<file path="src/rtl/sertx_pkg.sv">
package sertx_pkg;
    localparam int WORD_W = 16;
    localparam logic [1:0] PIN_CLK_SEL = 2'b10;

    typedef enum logic {
        ST_IDLE  = 1'b0,
        ST_SHIFT = 1'b1
    } tx_state_t;
endpackage

</file>
<file path="src/rtl/sertx_fifo.sv">
module sertx_fifo #(
    parameter int DEPTH = 30,
    parameter int W     = 16,
    localparam int AW   = $clog2(DEPTH),
    localparam int CW   = $clog2(DEPTH + 1)
) (
    input  logic          clk,
    input  logic          rst_n,
    input  logic          wr_en,
    input  logic [2*W-1:0] wr_data,
    input  logic          pop,
    output logic [W-1:0]  head,
    output logic [CW-1:0] count,
    output logic          empty,
    output logic          full
);
    logic [W-1:0]  mem [DEPTH];
    logic [AW-1:0] wp, rp;
    logic          wr_ok, rd_ok;

    function automatic logic [AW-1:0] nxt(input logic [AW-1:0] p);
        return (p == AW'(DEPTH - 1)) ? '0 : p + 1'b1;
    endfunction

    always_comb begin
        wr_ok = wr_en && (count <= CW'(DEPTH - 2));
        rd_ok = pop && (count != '0);
        head  = mem[rp];
        empty = (count == '0);
        full  = (count == CW'(DEPTH));
    end

    always_ff @(posedge clk) begin
        if (wr_ok) begin
            mem[wp]      <= wr_data[W-1:0];
            mem[nxt(wp)] <= wr_data[2*W-1:W];
        end
    end

    always_ff @(posedge clk) begin
        if (!rst_n) begin
            wp    <= '0;
            rp    <= '0;
            count <= '0;
        end else begin
            if (wr_ok) wp <= nxt(nxt(wp));
            if (rd_ok) rp <= nxt(rp);
            count <= count + (wr_ok ? CW'(2) : CW'(0)) - (rd_ok ? CW'(1) : CW'(0));
        end
    end

    assert_no_overflow_R4: assert property (@(posedge clk) disable iff (!rst_n)
        count <= CW'(DEPTH));
    assert_reject_write_R3: assert property (@(posedge clk) disable iff (!rst_n)
        (wr_en && count > CW'(DEPTH - 2)) |=> count <= $past(count));
    assert_pair_push_R2: assert property (@(posedge clk) disable iff (!rst_n)
        (wr_en && count <= CW'(DEPTH - 2) && !pop) |=> count == $past(count) + CW'(2));
endmodule

</file>
<file path="src/rtl/sertx_clk_edge.sv">
module sertx_clk_edge
    import sertx_pkg::*;
(
    input  logic       clk,
    input  logic       rst_n,
    input  logic [1:0] clk_sel,
    input  logic       pin_clk,
    input  logic       rx_clk,
    input  logic       edge_fall,
    output logic       tick
);
    logic bsel, s1, s2;

    always_comb bsel = ((clk_sel == PIN_CLK_SEL) ? pin_clk : rx_clk) ^ edge_fall;

    always_ff @(posedge clk) begin
        if (!rst_n) begin
            s1 <= 1'b0;
            s2 <= 1'b0;
        end else begin
            s1 <= bsel;
            s2 <= s1;
        end
    end

    always_comb tick = s1 && !s2;
endmodule

</file>
<file path="src/rtl/sertx_shifter.sv">
module sertx_shifter
    import sertx_pkg::*;
(
    input  logic              clk,
    input  logic              rst_n,
    input  logic              tick,
    input  logic              fsync,
    input  logic              lsb_first,
    input  logic [WORD_W-1:0] head,
    input  logic              fifo_empty,
    output logic              pop,
    output logic              txd,
    output logic              underrun
);
    localparam int CNT_W = $clog2(WORD_W);

    tx_state_t         state, state_nx;
    logic [WORD_W-1:0] sreg;
    logic [CNT_W-1:0]  cnt;
    logic              load, step;

    always_ff @(posedge clk) begin
        if (!rst_n) state <= ST_IDLE;
        else        state <= state_nx;
    end

    always_comb begin
        state_nx = state;
        load     = 1'b0;
        step     = 1'b0;
        pop      = 1'b0;
        if (tick && fsync) begin
            load     = 1'b1;
            pop      = !fifo_empty;
            state_nx = ST_SHIFT;
        end else begin
            unique case (state)
                ST_IDLE: state_nx = ST_IDLE;
                ST_SHIFT: begin
                    if (tick && cnt == '0) state_nx = ST_IDLE;
                    else if (tick)         step     = 1'b1;
                end
            endcase
        end
    end

    always_ff @(posedge clk) begin
        if (!rst_n) begin
            sreg     <= '0;
            cnt      <= '0;
            underrun <= 1'b0;
        end else if (load) begin
            sreg <= fifo_empty ? '0 : head;
            cnt  <= CNT_W'(WORD_W - 1);
            if (fifo_empty) underrun <= 1'b1;
        end else if (step) begin
            sreg <= lsb_first ? (sreg >> 1) : (sreg << 1);
            cnt  <= cnt - 1'b1;
        end
    end

    always_comb txd = (state == ST_SHIFT) && (lsb_first ? sreg[0] : sreg[WORD_W-1]);

    assert_sticky_underrun_R9: assert property (@(posedge clk) disable iff (!rst_n)
        underrun |=> underrun);
    assert_empty_load_R9: assert property (@(posedge clk) disable iff (!rst_n)
        (tick && fsync && fifo_empty) |=> underrun);
    assert_frame_holds_R5: assert property (@(posedge clk) disable iff (!rst_n)
        (state == ST_SHIFT && !tick) |=> state == ST_SHIFT);
    assert_idle_low_R5: assert property (@(posedge clk) disable iff (!rst_n)
        (state == ST_IDLE) |-> !txd);
endmodule

</file>
<file path="src/rtl/sertx_word_fifo.sv">
module sertx_word_fifo
    import sertx_pkg::*;
#(
    parameter int DEPTH = 30,
    localparam int LVL_W = $clog2(DEPTH + 1)
) (
    input  logic               clk,
    input  logic               rst_n,
    input  logic               wr_en,
    input  logic [2*WORD_W-1:0] wr_data,
    input  logic [1:0]         clk_sel,
    input  logic               pin_clk,
    input  logic               rx_clk,
    input  logic               edge_fall,
    input  logic               lsb_first,
    input  logic               fsync,
    output logic               txd,
    output logic [LVL_W-1:0]   level,
    output logic               empty,
    output logic               full,
    output logic               underrun
);
    logic              tick, pop;
    logic [WORD_W-1:0] head;

    sertx_clk_edge u_edge (
        .clk       (clk),
        .rst_n     (rst_n),
        .clk_sel   (clk_sel),
        .pin_clk   (pin_clk),
        .rx_clk    (rx_clk),
        .edge_fall (edge_fall),
        .tick      (tick)
    );

    sertx_fifo #(.DEPTH(DEPTH), .W(WORD_W)) u_fifo (
        .clk     (clk),
        .rst_n   (rst_n),
        .wr_en   (wr_en),
        .wr_data (wr_data),
        .pop     (pop),
        .head    (head),
        .count   (level),
        .empty   (empty),
        .full    (full)
    );

    sertx_shifter u_shift (
        .clk        (clk),
        .rst_n      (rst_n),
        .tick       (tick),
        .fsync      (fsync),
        .lsb_first  (lsb_first),
        .head       (head),
        .fifo_empty (empty),
        .pop        (pop),
        .txd        (txd),
        .underrun   (underrun)
    );
endmodule

</file>
<file path="config.mk">
export PLATFORM = sky130hd
export DESIGN_NAME = sertx_word_fifo
export DESIGN_NICKNAME = d
export VERILOG_FILES = /design/src/rtl/sertx_pkg.sv /design/src/rtl/sertx_fifo.sv /design/src/rtl/sertx_clk_edge.sv /design/src/rtl/sertx_shifter.sv /design/src/rtl/sertx_word_fifo.sv
export SDC_FILE = /design/constraint.sdc
export NUM_CORES = 1
export LEC_CHECK = 0
export BUFFER_PORTS_ARGS = -buffer_cell sky130_fd_sc_hd__buf_2
export CORE_ASPECT_RATIO = 0.5
export CORE_MARGIN = 5
export CORE_UTILIZATION = 55
export DETAILED_ROUTE_END_ITERATION = 12
export PLACE_DENSITY = 0.7
export SYNTH_ARGS = -nofsm -noshare
export SYNTH_HDL_FRONTEND = slang
export SYNTH_SLANG_ARGS = --single-unit
</file>
<file path="constraint.sdc">
create_clock -name clk -period 7.25 [get_ports clk]
set_input_delay 1.0875 -clock clk [delete_from_list [all_inputs] [get_ports clk]]
set_output_delay 1.0875 -clock clk [all_outputs]
set_load 0.02 [all_outputs]
</file>
# After elaboration in Yosys (flattened, before gate mapping)
# Memory sizes are Yosys's and may differ from the RTL's. A register that Yosys moved wholly into a read port is not among the register bits.
# Index checks and enable logic that the tools add are counted.
[totals]
ramBits = 480
wordCells = 63
out_inout_bits = 9
inputBits = 42
memories = 1
register_bits = 39
[memory_table]
columns = ["name", "depth", "word_bits", "read_ports", "rd_clocked_by_memory_dff", "wr", "line_no", "rtl"]
rows = [
  ["u_fifo.mem", 30, 16, 1, 1, 2, "sertx_fifo.sv:17", "logic [W-1:0] mem [DEPTH];"],
]
[classes]
n_reduce_logical = 13
magnitude_cmp = 1
n_eq_ne = 5
addsub = 6
mux = 26
n_bitwise = 2
[op_table]
columns = ["op", "n"]
rows = [
  ["2-to-1 mux 16 bit", 4],
  ["2-to-1 mux 5 bit", 5],
  ["equality test 5 bit (second input constant)", 4],
  ["adder 5 x 1 -> 5 bit (second input constant)", 3],
  ["2-to-1 mux 1 bit", 13],
  ["2-to-1 mux 4 bit", 2],
  ["logical AND 1 bit", 6],
  ["adder 5 bit", 1],
  ["less-or-equal comparator 5 bit (second input constant)", 1],
  ["logical NOT 5 bit", 1],
  ["nonzero test 5 bit", 1],
  ["subtractor 5 bit", 1],
  ["logical NOT 4 bit", 1],
  ["subtractor 4 x 1 -> 4 bit (second input constant)", 1],
  ["equality test 2 bit (second input constant)", 1],
  ["logical NOT 1 bit", 2],
  ["2-to-1 mux 2 bit", 1],
  ["one-hot mux 1 bit (2 select lines)", 1],
  ["AND reduction 2 bit", 1],
  ["nonzero test 2 bit", 1],
  ["inverter 1 bit", 1],
  ["bitwise XOR 1 bit", 1],
]

# Depth between registers and ports, before layout
# Gate-level depths: netlist of the first run.
[depth]
ltp_word = 8
ltp_mapped = 14
mapped_depth_nobuf = 13

# By module
# A second synthesis of the first run with hierarchy kept.
[unflattened]
hier_cells = 1776
hier_area_um2 = 27572.7
[modules_own_cells]
columns = ["module", "instances", "seq_area_each_um2", "cells_each", "area_per_inst_um2"]
rows = [
  ["sertx_fifo", 1, 14814.2, 1635, 26195.1],
  ["sertx_shifter", 1, 440.4, 132, 1281.2],
  ["sertx_clk_edge", 1, 40.0, 9, 96.3],
]

# Least setup slack after synthesis of the first run
# Ideal clock, no wire load.
[synth_path]
path_type = "in2reg"
from = "input port wr_en"
to = "memory u_fifo.mem[1][0] (enable)"
setup_ns = 0.436
path_buffers = 1
required_ns = 6.814
t_arrival_ns = 3.269
path_stages = 4
slack_ns = 3.545
cell_sequence = "o21a_1 > inv_2 > clkbuf_1 > o41ai_1"
[synth_lines]
columns = ["element", "line_no", "rtl"]
rows = [
  ["start, declared", "sertx_word_fifo.sv:9", "input logic wr_en,"],
  ["end, declared", "sertx_fifo.sv:17", ""],
]

==> results.yml, run 1 <==
yosys:
  synth_top_cell_by_area: "edfxtp_1"
  synth_compound_area_share_pct: 4.98
  synth_top_family_by_area: "multiplexers"
  synthArstFlopShare_pct: 0
  syn_nets: 1891
  synth_seq_cells: 524
  synth_area_um2: 27500
  yosysTopAreaCellShare_pct: 52.5
  synth_flop_cell: "edfxtp_1"
  synth_edf_count: 480
  syn_area_per_cell_um2: 15.0
  ys_seq_area_share_pct: 55.7
  yosysWarnings: 0
  synth.area.top_cells: "edfxtp_1 (52%), mux2_2 (19%), mux4_2 (7.8%)"
  yosys.area_share.adder_pct: 0.756
  synth_xor_xnor_area_share_pct: 0.606
  synth_simple_gate_area_share_pct: 4.49
  synth_cell_type_count: 77
  synth_mux_area_share_pct: 29.8
  synthCells: 1833
layout:
  syn_to_final_growth_pct: 6.84
  drive_above_1_share_pct: 41.9
  final_nets: 1815
  fin_area_um2: 29400
timing:
  hold_viol_final: 0
  fin_crit_ns: 4.06
  relSlewSlack_pct: 18.7
  setup_viol: 0
  slew_viol_final: 0
  period_share_pct: 56.1
  tightest_slew_ns: 1.22
  finalSetupTns_ns: 0
  rsz0062_at_grt: "no"
  fin_skew_ns: 0.0302
  fmax_ghz: 0.246
global_route:
  grt-ovfl-total: 0
  grt_max_degree: 99
  grt_pass1_wl_um: 114000
  grt_usage_pct: 27.9
  antenna_found_initial: 4
  grt_pass1_vias: 16879
pwr:
  power_density_nw_per_um2: 229
  p_clk_share_pct: 36.3
  p_switching_mw: 1.66
  p_int_mw: 5.06
  p_seq_share_pct: 51.1
  p_sw_share_pct: 24.7
  leakagePower_nw: 9.29
  ir_drop_mv: 0.172
  p_comb_share_pct: 12.6
floorplanning:
  fp.dieH_um: 168
  start_util_pct: 56.1
  placeableCoreArea_um2: 49000
  pin_count: 51
  dieArea_um2: 54800
  rows: 57
  die_w_um: 326
setup_path:
  setup.worst_path.end_class: "register"
  max_stage_delay_ns: 0.96
  crit_path_top_delay_cell: "dfxtp_1"
  critPathArrivalTime_ns: 4.25
  critPathBufInv: 0
  path_delay_family: "simple AND/OR/NAND/NOR gates"
  worstSetupPathType: "reg -> reg"
  startpoint_type: "register"
  critPathRequiredTime_ns: 7.44
  worstPathMaxFanout: 21
  worstPathCellList: "nand2_1, o2bb2ai_2, and3_1, and2_1, a21o_1"
clocking:
  clk_pin_slew_ns: 0.07
  htree_levels: 2
  cts_inserted_buffers: 48
  postCtsSetupBuffers: 0
  cts_hold_buf: 0
  cts-root-buf: "clkbuf_16"
  cts-resized-gates: 0
  cts_tree: "built"
  clock_latency_ns: 0.58
  cts_buffer_depth: 3
  cts.sinks: 524
route:
  drt_iter0_drc: 2147
  drc: 0
  wire_per_inst_um: 31.7
  first_pass_iters: 5
  ant_nets: 0
  drt-total-wl_um: 77500
  vias: 16743
  vias_per_cell: 6.85
place:
  globalplace.congestion: 0.921
  dp_hpwl_um: 47800
  placed_cell_area_um2: 27900
  io_buffers: 50
status:
  status: "complete, no violations"
hold_path:
  hold_class: "reg -> reg"
flow_run:
  maxCapViolations: 0
==> state kept, by name, indices dropped and copies added, names as in the netlist, named ones only <==
| signal | flops |
|---|---|
| u_shift.underrun | 1 |
| u_fifo.count | 5 |
| u_edge.s1 | 1 |
| u_shift.state | 1 |
| u_edge.s2 | 1 |
| u_shift.sreg | 16 |
| u_shift.cnt | 4 |
| u_fifo.wp | 5 |
| u_fifo.rp | 5 |
| u_fifo.mem | 480 |
==> area by class of cell <==
cell class	instances	area [um2]
well taps	649	812
inverters	19	71.3
multi-input cells	1089	11300
fillers	3691	19600
repair buffers	75	463
diodes	2	5.00
clock buffers	75	1370
clock inverters	11	76.3
flip-flops and latches	524	15300
==> worst min-delay path, delay by kind of cell (launching register included) <==
family         cells  cell delay, ns
AO/OA/AOI/OAI      2            0.14
flip-flops         1            0.32
==> metal layers <==
| layer | share of wire (%) | GRT usage (%) |
|---|---|---|
| met5 | 0 | 0 |
| met4 | 2.8 | 7.49 |
| met3 | 11 | 7.70 |
| met2 | 45 | 43.5 |
| met1 | 40 | 39.3 |
==> path summary, 6_finish.rpt <==
kind	slack (ns)	depth (start not counted)	end	start
worst max-delay path	3.19	5	u_fifo.mem[29][5]	u_fifo.wp[3]
worst min-delay path	0.52	2	u_shift.state	u_shift.state
worst max register to register	3.19	5	u_fifo.mem[29][5]	u_fifo.wp[3]
worst min register to register	0.52	2	u_shift.state	u_shift.state
==> power by group through the flow <==
stage / sequential [mW] / combinational, mW / clock (mW)
2_1_floorplan: 3.48 / 0.583 / 0
3_3_place_gp: 3.50 / 0.814 / 0
3_5_place_dp: 3.50 / 0.836 / 0
4_1_cts: 3.44 / 0.840 / 2.46
5_1_grt: 3.44 / 0.901 / 2.59
6_report: 3.44 / 0.845 / 2.44
==> through the flow <==
| step | total power, mW | instances | hold WS [ns] | setup WS (ns) | utilization, % |
|---|---|---|---|---|---|
| floorplan | 4.06 | 1833 | 0.474 | 3.55 | - |
| global placement | 4.31 | 2356 | 0.471 | 3.37 | 57.0 |
| detailed placement | 4.34 | 2356 | 0.512 | 3.28 | 57.0 |
| CTS | 6.74 | 2442 | 0.522 | 3.27 | 59.9 |
| global route | 6.94 | 2442 | 0.552 | 2.98 | 59.9 |
| finish | 6.72 | 2444 | 0.517 | 3.19 | 59.9 |
==> cells in the final DEF, fill, tap and decap left out, types with 34 or more instances in the layout <==
cell type,n
buf_2,50
clkbuf_16,49
dfxtp_1,40
edfxtp_1,480
mux2_1,34
mux2_2,456
mux2i_1,53
mux4_2,95
nand2_1,66
o21ai_0,46
==> Yosys cell counts (all sizes together), types with 3 or more instances <==
| master | number |
|---|---|
| a22oi | 3 |
| o32ai | 3 |
| xor2 | 8 |
| nand2 | 81 |
| nand2b | 7 |
| and3 | 5 |
| dfxtp | 44 |
| o221a | 3 |
| nor2b | 23 |
| clkbuf | 127 |
| mux4 | 95 |
| a211oi | 17 |
| or4 | 4 |
| nor2 | 35 |
| edfxtp | 480 |
| and3b | 3 |
| a21boi | 13 |
| o22ai | 11 |
| o21ai | 62 |
| mux2 | 490 |
| and2 | 18 |
| o22a | 7 |
| a21oi | 21 |
| buf | 74 |
| o21a | 4 |
| nand3 | 18 |
| a31oi | 7 |
| ha | 15 |
| nor3 | 3 |
| or3 | 4 |
| nand4 | 4 |
| mux2i | 53 |
| a221oi | 7 |
| a211o | 8 |
| o31ai | 4 |
| xnor2 | 8 |
| inv | 19 |
| o211ai | 16 |
| a2111oi | 3 |
==> cell families after synthesis <==
family          count (synthesis)
compound gates                200
mux                           638
xor+xnor                       16
simple gates                  219
buf+inv                       220
fa+ha+maj                      16
flops                         524
No activity file was read; power rests on OpenSTA's default activity.
==> inputs of run 2 (changes only) <==
Settings changed: ABC_AREA set to 1.
Clock period 7.25 ns to 4.2 ns, I/O delays scaled along.
==> run 2 against run 1 <==
Compared with the run above:
- area after synthesis down 2.5%
- clock power up 76%
- setup slack worse by 2.2 ns
- register-to-register slack worse by 2.2 ns
- synthesized cell count up 73%
- global-route usage up 2.4 points
- core utilization down 0.11 points
- cell area down 1.5%
- non-clock buffer count up 66
- cell count up 54%
- highest routed layer unchanged
==> results.yml, run 2 <==
pwr:
  ir_drop_mv: 0.253
  p_comb_share_pct: 15.2
  power_density_nw_per_um2: 418
  p_clk_share_pct: 35.6
  p_seq_share_pct: 49.2
  p_sw_share_pct: 27.9
  p_switching_mw: 3.37
  p_int_mw: 8.72
  leakagePower_nw: 11.7
global_route:
  grt_pass1_wl_um: 125000
  antenna_found_initial: 0
  grt_usage_pct: 30.4
  grt_max_degree: 114
  grt_pass1_vias: 20639
  grt-ovfl-total: 0
yosys:
  yosysTopAreaCellShare_pct: 53.8
  synthArstFlopShare_pct: 0
  synth_cell_type_count: 34
  yosysMostFrequentCell: "nand2_1"
  synth_edf_count: 480
  syn_nets: 3238
  synthCells: 3180
  synth_top_cell_by_area: "edfxtp_1"
  ys_seq_area_share_pct: 57.1
  synth_flop_cell: "edfxtp_1"
  syn_area_per_cell_um2: 8.42
  synth.area.top_cells: "edfxtp_1 (54%), nand2_1 (17%), o21ai_0 (10%)"
  yosysWarnings: 0
  synth_area_um2: 26800
  synth_seq_cells: 524
  synth_commonest_cells: "nand2_1 (1226), o21ai_0 (541), edfxtp_1 (480), nand3_1 (382), clkbuf_1 (240)"
route:
  wire_per_inst_um: 22.2
  vias: 22567
  ant_nets: 0
  vias_per_cell: 6.01
  drc: 0
  first_pass_iters: 8
  drt_iter0_drc: 3173
  drt-total-wl_um: 83400
layout:
  fin_area_um2: 28900
  num_antenna_cells: 0
  fillers: 4126
  final_cell_count_no_fill: 3756
  regMostFlops: "u_fifo.mem"
  layout_commonest_cell: "nand2_1"
  multi_input_area_um2: 10100
  syn_to_final_growth_pct: 7.98
  largest_registers: "u_fifo.mem: 480 flops, u_shift.sreg: 16 flops"
  final_nets: 3128
  largest_reg_flops: 480
  mostFrequentLayoutCells: "nand2_1 (1226), o21ai_0 (512), edfxtp_1 (480)"
  drive_above_1_share_pct: 7.24
  seqCellArea_um2: 15300
clocking:
  cts-root-buf: "clkbuf_16"
  cts_inserted_buffers: 47
  htree_levels: 2
  cts.sinks: 524
  postCtsSetupBuffers: 0
  clk_pin_slew_ns: 0.07
  cts_buffer_depth: 3
  cts_tree: "built"
  cts-resized-gates: 0
  clock_latency_ns: 0.58
  cts_hold_buf: 0
status:
  status: "complete, no violations"
floorplanning:
  fp.dieH_um: 166
  rows: 57
  placeableCoreArea_um2: 48400
  dieArea_um2: 53500
  start_util_pct: 55.4
  pin_count: 51
  die_w_um: 322
timing:
  fin_skew_ns: 0.0251
  tightest_slew_ns: 1.38
  relSlewSlack_pct: 7.29
  hold_viol_final: 0
  finalSetupTns_ns: 0
  slew_viol_final: 0
  setup_viol: 0
  period_share_pct: 76.4
  rsz0062_at_grt: "no"
  fmax_ghz: 0.312
  fin_crit_ns: 3.21
setup_path:
  startpoint_type: "register"
  r2r_slack_ns: 0.99
  setup.worst_path.end_class: "register"
  rr_worst_depth: 9
  critPathRequiredTime_ns: 4.38
  regToRegStartpoint: "u_fifo.wp[1]"
  critPathArrivalTime_ns: 3.38
  worstSetupPathType: "reg -> reg"
  rr_endpoint: "u_fifo.mem[0][4]"
  worstPathMaxFanout: 33
place:
  globalplace.congestion: 0.927
  dp_cells: 3670
  dp_hpwl_um: 47800
  placed_cell_area_um2: 27400
  io_buffers: 50
hold_path:
  min_path_cells: 2
  holdPathEnd: "u_edge.s1"
  hold_class: "in -> reg"
  holdCritStartpoint: "edge_fall"
flow_run:
  maxCapViolations: 0
==> run 2: cell families (layout without fill, tap and decap cells) <==
logic type      Yosys count  count (layout)  synth area share, %
simple gates           1675            1675                 25.6
fa+ha+maj                16              16                0.776
buf+inv                 367             294                 5.18
xor+xnor                  5               5                0.192
flops                   524             524                 57.1
compound gates          593             593                 11.1
==> run 2: metal layers <==
metal / up-vias / track usage (%) / part of all wire (%)
met2: 1413 / 45.1 / 43
met3: 157 / 8.96 / 15
met1: 10473 / 43.9 / 39
li1: 10524 / - / -
met5: - / 0 / 0
met4: 0 / 8.62 / 2.9
==> run 2: critical path, cell delays in order, from the launching register on <==
cell and delay (ns):
dfxtp_1 0.37, inv_1 0.11, ha_1 0.19, inv_1 0.17, nor2_1 0.19, nor2_1 0.08, nor3b_2 0.59, nand2_1 0.10
buf_4 0.25, o21ai_1 0.75
==> run 2: final cells by class <==
| type | count | area share (%) |
|---|---|---|
| sequential | 524 | 52.9 |
| multi-input combinational | 2289 | 34.9 |
| clock buffer | 75 | 4.76 |
| timing repair buffer | 141 | 3.36 |
| tap | 649 | 2.81 |
| inverter | 67 | 0.896 |
| clock inverter | 11 | 0.342 |
==> run 2: worst max-delay path by stage <==
stage	to	slack (ns)	startpoint	cells after the start
finish	u_fifo.mem[0][4]	0.99	u_fifo.wp[1]	9
global route	u_fifo.mem[0][0]	0.80	u_fifo.count[2]	8
CTS	u_fifo.mem[0][0]	1.02	u_fifo.count[2]	8
detailed placement	u_fifo.mem[0][3]	1.05	u_fifo.count[2]	8
global placement	u_fifo.mem[0][5]	1.09	u_fifo.count[2]	8
floorplan	u_fifo.mem[0][0]	1.04	u_fifo.count[2]	7
==> run 2: power by group through the flow <==
stage | combinational (mW) | sequential (mW) | clock [mW]
2_1_floorplan | 1.14 | 6.05 | 0
6_report | 1.84 | 5.95 | 4.30
3_5_place_dp | 1.77 | 6.06 | 0
5_1_grt | 2.00 | 5.96 | 4.56
3_3_place_gp | 1.74 | 6.06 | 0
4_1_cts | 1.78 | 5.95 | 4.31
==> run 2: metrics by stage <==
step	setup slack, ns	util (%)	hold WS [ns]	power [mW]
global route	0.805	59.8	0.221	12.5
floorplan	1.04	-	0.407	7.19
CTS	1.02	59.8	0.216	12.0
finish	0.992	59.8	0.224	12.1
detailed placement	1.05	56.8	0.420	7.83
global placement	1.09	56.8	0.411	7.80
